`config.mk`:
```
export PLATFORM = sky130hd
export DESIGN_NAME = refresh_sched
export DESIGN_NICKNAME = d
export VERILOG_FILES = /design/src/rtl/refresh_sched_pkg.sv /design/src/rtl/refresh_timer.sv /design/src/rtl/refresh_backlog.sv /design/src/rtl/refresh_handshake.sv /design/src/rtl/refresh_sched.sv
export SDC_FILE = /design/constraint.sdc
export NUM_CORES = 1
export LEC_CHECK = 0
export BUFFER_PORTS_ARGS = -buffer_cell sky130_fd_sc_hd__buf_2
export CAP_MARGIN = 20
export CORE_MARGIN = 2
export CORE_UTILIZATION = 39
export DETAILED_ROUTE_END_ITERATION = 6
export PLACE_DENSITY_LB_ADDON = 0.12
export SLEW_MARGIN = 20
export SYNTH_ARGS = -nofsm -noshare
export SYNTH_HDL_FRONTEND = slang
export SYNTH_HIERARCHICAL = 1
export SYNTH_SLANG_ARGS = --single-unit
```
`constraint.sdc`:
```
create_clock -name clk -period 2.1 [get_ports clk]
set_input_delay 0.42 -clock clk [delete_from_list [all_inputs] [get_ports clk]]
set_output_delay 0.42 -clock clk [all_outputs]
set_load 0.005 [all_outputs]
```
`src/rtl/refresh_sched_pkg.sv`:
```
// Shared types for the refresh scheduler.
package refresh_sched_pkg;
    typedef enum logic {
        PH_IDLE   = 1'b0,
        PH_ACTIVE = 1'b1
    } ref_phase_t;
endpackage

```
`src/rtl/refresh_timer.sv`:
```
// Interval down-counter. Loads the interval on its first enabled edge.
// Reloads on every expiry and on every accepted refresh.
// Assumes interval_i is held steady, apart from deliberate changes.
// A value of zero parks the counter at zero, and then nothing expires.
module refresh_timer #(
    parameter int CNT_W = 16
) (
    input  logic             clk,
    input  logic             rst_n,
    input  logic [CNT_W-1:0] interval_i,
    input  logic             reload_i,
    output logic             expire_o
);
    localparam logic [CNT_W-1:0] ONE = CNT_W'(1);

    logic [CNT_W-1:0] cnt_q;
    logic             enabled;

    assign enabled = (interval_i != '0);

    // Expiry is raised while the count shows one, unless an acceptance restarts the interval.
    assign expire_o = enabled && (cnt_q == ONE) && !reload_i;

    // Count down, reload on acceptance or expiry, and park at zero when disabled.
    always_ff @(posedge clk) begin
        if (!rst_n) begin
            cnt_q <= '0;
        end else if (!enabled) begin
            cnt_q <= '0;
        end else if (reload_i || cnt_q == '0 || cnt_q == ONE) begin
            cnt_q <= interval_i;
        end else begin
            cnt_q <= cnt_q - ONE;
        end
    end
endmodule

```
`src/rtl/refresh_backlog.sv`:
```
// Saturating count of refreshes that are owed but not yet accepted.
// It assumes dec_i is high only while the count is nonzero.
module refresh_backlog #(
    parameter int MAX_PEND = 3,
    parameter int PEND_W   = $clog2(MAX_PEND + 1)
) (
    input  logic              clk,
    input  logic              rst_n,
    input  logic              inc_i,
    input  logic              dec_i,
    output logic [PEND_W-1:0] pend_o,
    output logic              owed_o
);
    localparam int SUM_W = PEND_W + 1;
    localparam logic [SUM_W-1:0] CAP = SUM_W'(MAX_PEND);

    logic [PEND_W-1:0] pend_q;
    logic [SUM_W-1:0]  sum;

    // Next count before saturation.
    always_comb begin
        sum = {1'b0, pend_q} + SUM_W'(inc_i) - SUM_W'(dec_i);
    end

    // Hold the owed count, capped at MAX_PEND.
    always_ff @(posedge clk) begin
        if (!rst_n) begin
            pend_q <= '0;
        end else if (sum > CAP) begin
            pend_q <= CAP[PEND_W-1:0];
        end else begin
            pend_q <= sum[PEND_W-1:0];
        end
    end

    assign pend_o = pend_q;
    assign owed_o = (pend_q != '0);
endmodule

```
`src/rtl/refresh_handshake.sv`:
```
// Request and acceptance handshake with the command issuer.
// The request is offered only while idle, while a refresh is owed and while no burst runs.
// The issuer is assumed to pulse done once per accepted refresh.
module refresh_handshake
    import refresh_sched_pkg::*;
(
    input  logic clk,
    input  logic rst_n,
    input  logic owed_i,
    input  logic burst_i,
    input  logic ack_i,
    input  logic done_i,
    output logic req_o,
    output logic accept_o,
    output logic active_o
);
    ref_phase_t phase_q;

    // The request is offered only while idle and with no burst in flight.
    assign req_o    = owed_i && !burst_i && (phase_q == PH_IDLE);
    assign accept_o = req_o && ack_i;
    assign active_o = (phase_q == PH_ACTIVE);

    // Track whether a refresh sequence is running.
    always_ff @(posedge clk) begin
        if (!rst_n) begin
            phase_q <= PH_IDLE;
        end else begin
            unique case (phase_q)
                PH_IDLE:   if (accept_o) phase_q <= PH_ACTIVE;
                PH_ACTIVE: if (done_i)   phase_q <= PH_IDLE;
                default:                 phase_q <= PH_IDLE;
            endcase
        end
    end
endmodule

```
`src/rtl/refresh_sched.sv`:
```
// Top level of the refresh scheduler. Connects the timer, the owed-refresh count and the handshake.
// Busy covers every cycle from the first owed refresh to the end of its sequence.
module refresh_sched #(
    parameter int CNT_W    = 16,
    parameter int MAX_PEND = 3
) (
    input  logic             clk,
    input  logic             rst_n,
    input  logic [CNT_W-1:0] interval_i,
    input  logic             burst_active_i,
    input  logic             ref_ack_i,
    input  logic             ref_done_i,
    output logic             ref_req_o,
    output logic             busy_o
);
    localparam int PEND_W = $clog2(MAX_PEND + 1);

    logic              expire;
    logic              accept;
    logic              owed;
    logic              active;
    logic [PEND_W-1:0] pend_q;

    refresh_timer #(.CNT_W(CNT_W)) u_timer (
        .clk        (clk),
        .rst_n      (rst_n),
        .interval_i (interval_i),
        .reload_i   (accept),
        .expire_o   (expire)
    );

    refresh_backlog #(.MAX_PEND(MAX_PEND), .PEND_W(PEND_W)) u_backlog (
        .clk    (clk),
        .rst_n  (rst_n),
        .inc_i  (expire),
        .dec_i  (accept),
        .pend_o (pend_q),
        .owed_o (owed)
    );

    refresh_handshake u_hs (
        .clk      (clk),
        .rst_n    (rst_n),
        .owed_i   (owed),
        .burst_i  (burst_active_i),
        .ack_i    (ref_ack_i),
        .done_i   (ref_done_i),
        .req_o    (ref_req_o),
        .accept_o (accept),
        .active_o (active)
    );

    // Host stall: a refresh is owed or its sequence is still running.
    assign busy_o = owed || active;
endmodule

```
==> results of run 1 <==
per-layer routing:
metal	share of wire (%)	wire length (um)	vias to the layer above	global-route usage [%]
li1	-	-	512	-
met1	45	1110	481	20.6
met2	51	1260	17	28.1
met3	3.5	86	2	2.62
met4	0.77	19	0	5.71
met5	0	0	-	0
metrics by stage:
step	setup slack [ps]	utilization, %	instance area [sq um]	std cells	TNS [ps]
global route	-111	49.3	1480	192	-221
finish	2.18	49.3	1480	192	0
floorplan	11.0	-	1210	126	0
CTS	-1.71	49.3	1480	192	-1.71
global placement	-11.8	47.9	1440	188	-16.6
detailed placement	-109	47.9	1440	188	-203
cell usage after synthesis, drive strengths merged, types with 2 or more instances:
cell type | count | area share (%)
nor2 | 22 | 6.8
dfxtp | 19 | 32
a211oi | 13 | 12
nor4 | 8 | 7.9
inv | 7 | 2.2
xnor2 | 7 | 5.1
nand2 | 6 | 1.9
xor2 | 6 | 4.4
ha | 5 | 5.2
buf | 4 | 3.2
nor3 | 4 | 2.1
a21boi | 2 | 1.2
mux2i | 2 | 1.7
nand3 | 2 | 0.83
nand4 | 2 | 1.0
or2 | 2 | 1.0
report_power, final:
| group | switching, W | total, W | internal (W) |
|---|---|---|---|
| combinational | 0.000634 | 0.00135 | 0.000720 |
| clock | 0.000112 | 0.000186 | 0.0000738 |
| sequential | 0.000155 | 0.000678 | 0.000523 |
| total | 0.000902 | 0.00222 | 0.00132 |
registers in the layout, summed over array words and instances (netlist names):
| register | count |
|---|---|
| u_backlog/pend_o | 2 |
| u_timer/cnt_q | 16 |
| u_hs/active_o | 1 |
worst max path at each step:
| stage | to | slack [ps] | depth (start not counted) |
|---|---|---|---|
| floorplan | u_backlog/pend_o[0] | 10 | 9 |
| global placement | u_backlog/pend_o[1] | -10 | 8 |
| detailed placement | u_backlog/pend_o[1] | -110 | 9 |
| CTS | u_backlog/pend_o[1] | -2 | 9 |
| global route | u_backlog/pend_o[0] | -110 | 8 |
| finish | u_backlog/pend_o[1] | 2 | 9 |
final cells by class:
| type | count | area share, % |
|---|---|---|
| well taps | 33 | 2.79 |
| repair buffers | 34 | 15.2 |
| flip-flops and latches | 19 | 25.8 |
| clock buffers | 4 | 1.77 |
| multi-input cells | 95 | 52.6 |
| inverters | 7 | 1.77 |
logic make-up after synthesis:
logic type | synth area share [%]
compound gates | 16.9
buf+inv | 5.70
mux | 1.66
flops | 31.5
fa+ha+maj | 6.84
simple gates | 28.0
xor+xnor | 9.43
what timing repair did:
item / 4_1_cts / 5_1_grt
pin swaps: 3 / 1
resized for setup: 6 / 1
endpoints found under the setup margin: 2 / 2
gates cloned: 0 / 0
==> results.sh, run 1 <==
export IMPL_status="complete, no violations"
export IMPL_cp_end_kind="flop"
export IMPL_cts_buffer_depth=2
export IMPL_reg2reg_from="u_backlog/pend_o[0]"
export IMPL_setup_viol=0
export IMPL_path_buf_inv=2
export IMPL_holdPathEnd="u_hs/active_o"
export IMPL_ir_drop_uv=615
export IMPL_crit_path_max_fanout=4
export IMPL_ant_nets=0
export IMPL_worstPathArrival_ps=2330
export IMPL_critPathKind="flop to flop"
export IMPL_cts_sinks=19
export IMPL_gr_total_overflow=0
export IMPL_synth_edf_count=0
export IMPL_path_cells="or2_4, and4bb_2, ha_1, inv_1, ha_2, inv_2, fa_2, xnor2_2, a21boi_1"
export IMPL_post_route_period_util_pct=99.9
export IMPL_die_y_um=59.6
export IMPL_rsz0062_at_grt="true"
export IMPL_multi_input_area_sq_um=779
export IMPL_num_vias=1012
export IMPL_skew_ps=7.05
export IMPL_hold_violations=0
export IMPL_crit_required_ps=2330
export IMPL_clk_latency_ps=290
export IMPL_r2r_end="u_backlog/pend_o[1]"
export IMPL_slew_viol_final=0
export IMPL_synth_cell_type_count=36
export IMPL_port_buffers=22
export IMPL_pin_count=23
export IMPL_firstDrtPassIters=4
export IMPL_drive_above_1_share_pct=39.6
export IMPL_whs_ps=385
export IMPL_start_util_pct=40.2
export IMPL_worstSetupStartpoint="u_backlog/pend_o[0]"
export IMPL_antenna_cells=0
export IMPL_grt_pass1_vias=1013
export IMPL_cts_hold_fix_buffers=0
export IMPL_cts_root_buf="clkbuf_4"
export IMPL_post_cts_setup_buffers=0
export IMPL_vias_per_cell=5.27
export IMPL_p_total_w=0.00222
export IMPL_gp_congestion=0.786
export IMPL_clk_pin_slew_worst_paths_ps=110
export IMPL_cts_tree="yes"
export IMPL_final_cell_mix="buf_2, nor2_1, dfxtp_1"
export IMPL_whs_path_depth=2
export IMPL_grt_first_pass_wirelength_mm=4.44
export IMPL_async_flop_share_pct=0
export IMPL_syn_avg_cell_area_sq_um=9.58
export IMPL_synth_area_sq_um=1210
export IMPL_leakagePower_nw=0.614
export IMPL_area_growth_pct=22.7
export IMPL_grtUsageTotal_pct=16.4
export IMPL_core_area_sq_um=3000
export IMPL_antenna_found_initial=0
export IMPL_wl_per_cell_um=12.9
export IMPL_tritoncts_num_buffers=3
export IMPL_wl_mm=2.47
export IMPL_relSlewSlack_pct=73.8
export IMPL_die_area_sq_um=3560
export IMPL_register_area_sq_um=383
export IMPL_synth_seq_area_share_pct=31.5
export IMPL_yosysWarnings=6
export IMPL_hold_path_class="input port to flop"
export IMPL_worst_path_largest_cell_delay_ps=340
export IMPL_r2r_cells=9
export IMPL_drt_iter0_drc=25
export IMPL_grt_max_degree=31
export IMPL_min_period_ps=2100
export IMPL_crit_path_start_kind="flop"
export IMPL_p_per_area_nw_per_um2=1500
export IMPL_slowest_stage="dfxtp_2"
export IMPL_min_from="rst_n"
export IMPL_max_cap_violations=0
export IMPL_r2r_setup_slack_ps=2
export IMPL_drc=0
export IMPL_synth_ff_type="dfxtp_1"
export IMPL_dpl_hpwl_mm=1.98
export IMPL_fmax_ghz=0.477
export IMPL_die_w_um=59.6
export IMPL_synth_cells=126
export IMPL_n_fill_cell=301
export IMPL_syn_num_nets=153
export IMPL_critPathTopFamily="adder cells"
export IMPL_yosys_register_bits=19
export IMPL_htree_num_levels=1
export IMPL_fin_nets=187
export IMPL_rows=20
export IMPL_tightest_slew_ps=391
(Power assumes the default switching activity.)
==> run 2, diff against run 1 <==
Settings changed: SYNTH_HIERARCHICAL 1 to unset.
==> run 2 against run 1 <==
Against the previous run: maximum frequency up 2.3%; largest cell class unchanged; combinational power down 11%; hold slack worse by 4.5 ps; critical path depth unchanged; critical endpoint is now u_backlog.pend_o[1]; sequential power up 3.8%; global-route usage up 0.76 points; clock skew about the same.
==> results.sh, run 2 <==
export IMPL_critPathKind="flop to flop"
export IMPL_synth_ff_type="dfxtp_1"
export IMPL_yosysMostFrequentCell="nor2_1"
export IMPL_tightest_slew_ps=423
export IMPL_rows=19
export IMPL_antenna_cells=0
export IMPL_cts_root_buf="clkbuf_4"
export IMPL_cts_tree="yes"
export IMPL_crit_path_max_fanout=2
export IMPL_leakagePower_nw=0.589
export IMPL_setup_viol=0
export IMPL_die_y_um=56.7
export IMPL_ant_nets=0
export IMPL_drt_iter0_drc=25
export IMPL_htree_num_levels=1
export IMPL_synth_cell_type_count=30
export IMPL_wl_per_cell_um=12.5
export IMPL_p_total_w=0.00208
export IMPL_status="complete, no violations"
export IMPL_die_area_sq_um=3210
export IMPL_synth_top_area_share_pct=35.1
export IMPL_post_cts_setup_buffers=0
export IMPL_hold_path_class="input port to flop"
export IMPL_ir_drop_uv=827
export IMPL_syn_avg_cell_area_sq_um=8.80
export IMPL_crit_path_start_kind="flop"
export IMPL_top_register="u_timer.cnt_q"
export IMPL_async_flop_share_pct=0
export IMPL_start_util_pct=40.3
export IMPL_synth_seq_area_share_pct=35.1
export IMPL_num_vias=990
export IMPL_post_route_util_pct=51.9
export IMPL_synth_commonest_cells="nor2_1, dfxtp_1, a211oi_1"
export IMPL_tritoncts_num_buffers=3
export IMPL_vias_per_cell=5.10
export IMPL_wl_mm=2.43
export IMPL_gp_congestion=0.836
export IMPL_dpl_hpwl_mm=1.98
export IMPL_syn_num_nets=148
export IMPL_cts_buffer_depth=2
export IMPL_max_cap_violations=0
export IMPL_clk_pin_slew_worst_paths_ps=110
export IMPL_drc=0
export IMPL_port_buffers=22
export IMPL_core_area_sq_um=2690
export IMPL_rsz0062_at_grt="true"
export IMPL_die_w_um=56.7
export IMPL_largest_reg_flops=16
export IMPL_synth_area_sq_um=1080
export IMPL_cp_end_kind="flop"
export IMPL_cts_hold_fix_buffers=0
export IMPL_finalWorstSetupSlack_ps=49.0
export IMPL_grt_pass1_vias=999
export IMPL_worstPathArrival_ps=2240
export IMPL_firstDrtPassIters=4
export IMPL_relSlewSlack_pct=71.6
export IMPL_final_cell_mix="nor2_1, buf_2, buf_4"
export IMPL_cts_sinks=19
export IMPL_min_period_ps=2050
export IMPL_post_route_period_util_pct=97.7
export IMPL_clk_latency_ps=290
export IMPL_synth_cells=123
export IMPL_synth_edf_count=0
export IMPL_yosysWarnings=0
export IMPL_dp_slack_ps=-104
export IMPL_pin_count=23
export IMPL_grt_first_pass_wirelength_mm=4.28
export IMPL_synth_top_cell_by_area="dfxtp_1"
export IMPL_fmax_ghz=0.488
export IMPL_gr_total_overflow=0
export IMPL_crit_required_ps=2290
export IMPL_antenna_found_initial=0
export IMPL_grtUsageTotal_pct=17.2
export IMPL_skew_ps=6.80
export IMPL_fin_nets=189
export IMPL_p_per_area_nw_per_um2=1490
export IMPL_hold_violations=0
export IMPL_grt_max_degree=21
export IMPL_yosys_register_bits=19
export IMPL_n_fill_cell=272
export IMPL_drive_above_1_share_pct=35.6
export IMPL_slew_viol_final=0
export IMPL_area_growth_pct=28.9
export IMPL_synth_area_leaders="dfxtp_1, a211oi_1, xor2_1, nor2_1, ha_1"
==> run 2: changes by cell type after synthesis, moves of 3 or more <==
| cell | delta |
|---|---|
| a211oi_1 | +10 |
| xnor2_1 | -4 |
| xor2_1 | +5 |
| a211oi_2 | -9 |
| nand4_1 | +3 |
==> run 2: cell type report <==
| type | count | area (sq um) | area share (%) |
|---|---|---|---|
| inverters | 5 | 18.8 | 1.35 |
| multi-input cells | 95 | 682 | 48.9 |
| well taps | 31 | 38.8 | 2.78 |
| repair buffers | 40 | 245 | 17.6 |
| clock buffers | 4 | 26.3 | 1.88 |
| flip-flops and latches | 19 | 384 | 27.5 |
==> run 2: worst max-delay path: stages, from the launching register on <==
cell and delay [ps]:
dfxtp_2 350, nor4_4 250, buf_4 150, nand4_1 130
o21ai_2 150, ha_2 180, inv_2 40, fa_2 520
inv_2 30, o21a_1 160
==> run 2: cell families (layout without fill, tap and decap cells) <==
family / after synthesis / count (layout) / synth area share [%]
adder cells (fa/ha/maj): 4 / 4 / 5.32
buffers and inverters: 9 / 49 / 4.05
flip-flops: 19 / 19 / 35.1
AND/OR/NAND/NOR: 56 / 56 / 29.0
multiplexers: 1 / 1 / 0.925
AO/OA/AOI/OAI: 20 / 20 / 14.2
XOR/XNOR: 14 / 14 / 11.3
==> run 2: report_power, final <==
part	switching, W	internal (W)
logic	0.000569	0.000629
clock network	0.000108	0.0000737
registers	0.000175	0.000529
==> run 2: per-stage QoR <==
stage / hold slack (ps) / cell area, sq um / TNS, ps / instances
after floorplan: 474 / 1080 / 0 / 123
after global placement: 497 / 1340 / -119 / 190
after detailed placement: 519 / 1340 / -199 / 190
after CTS: 371 / 1370 / 0 / 194
after global routing: 357 / 1400 / -82.2 / 194
final: 380 / 1400 / 0 / 194
==> run 2: path summary, 6_finish.rpt <==
check        cells past startpoint              from                  end  slack (ps)
max                              9  u_timer.cnt_q[8]  u_backlog.pend_o[1]          50
min                              2             rst_n  u_backlog.pend_o[1]         380
max reg2reg                      9  u_timer.cnt_q[8]  u_backlog.pend_o[1]          50
min reg2reg                      2     u_hs.active_o        u_hs.active_o         530
==> run 2: timing repair <==
item                                    CTS  global route
pin swaps                                 0             5
endpoints found under the setup margin    2             2
gates resized for setup                   1            10
==> run 2: layer usage <==
metal	share of wire [%]	wire, um	up-vias	global-route usage [%]
li1	-	-	523	-
met5	0	0	-	0
met4	0.74	18	0	6.12
met2	50	1210	13	29.7
met3	3.3	81	2	3.23
met1	46	1120	452	20.9
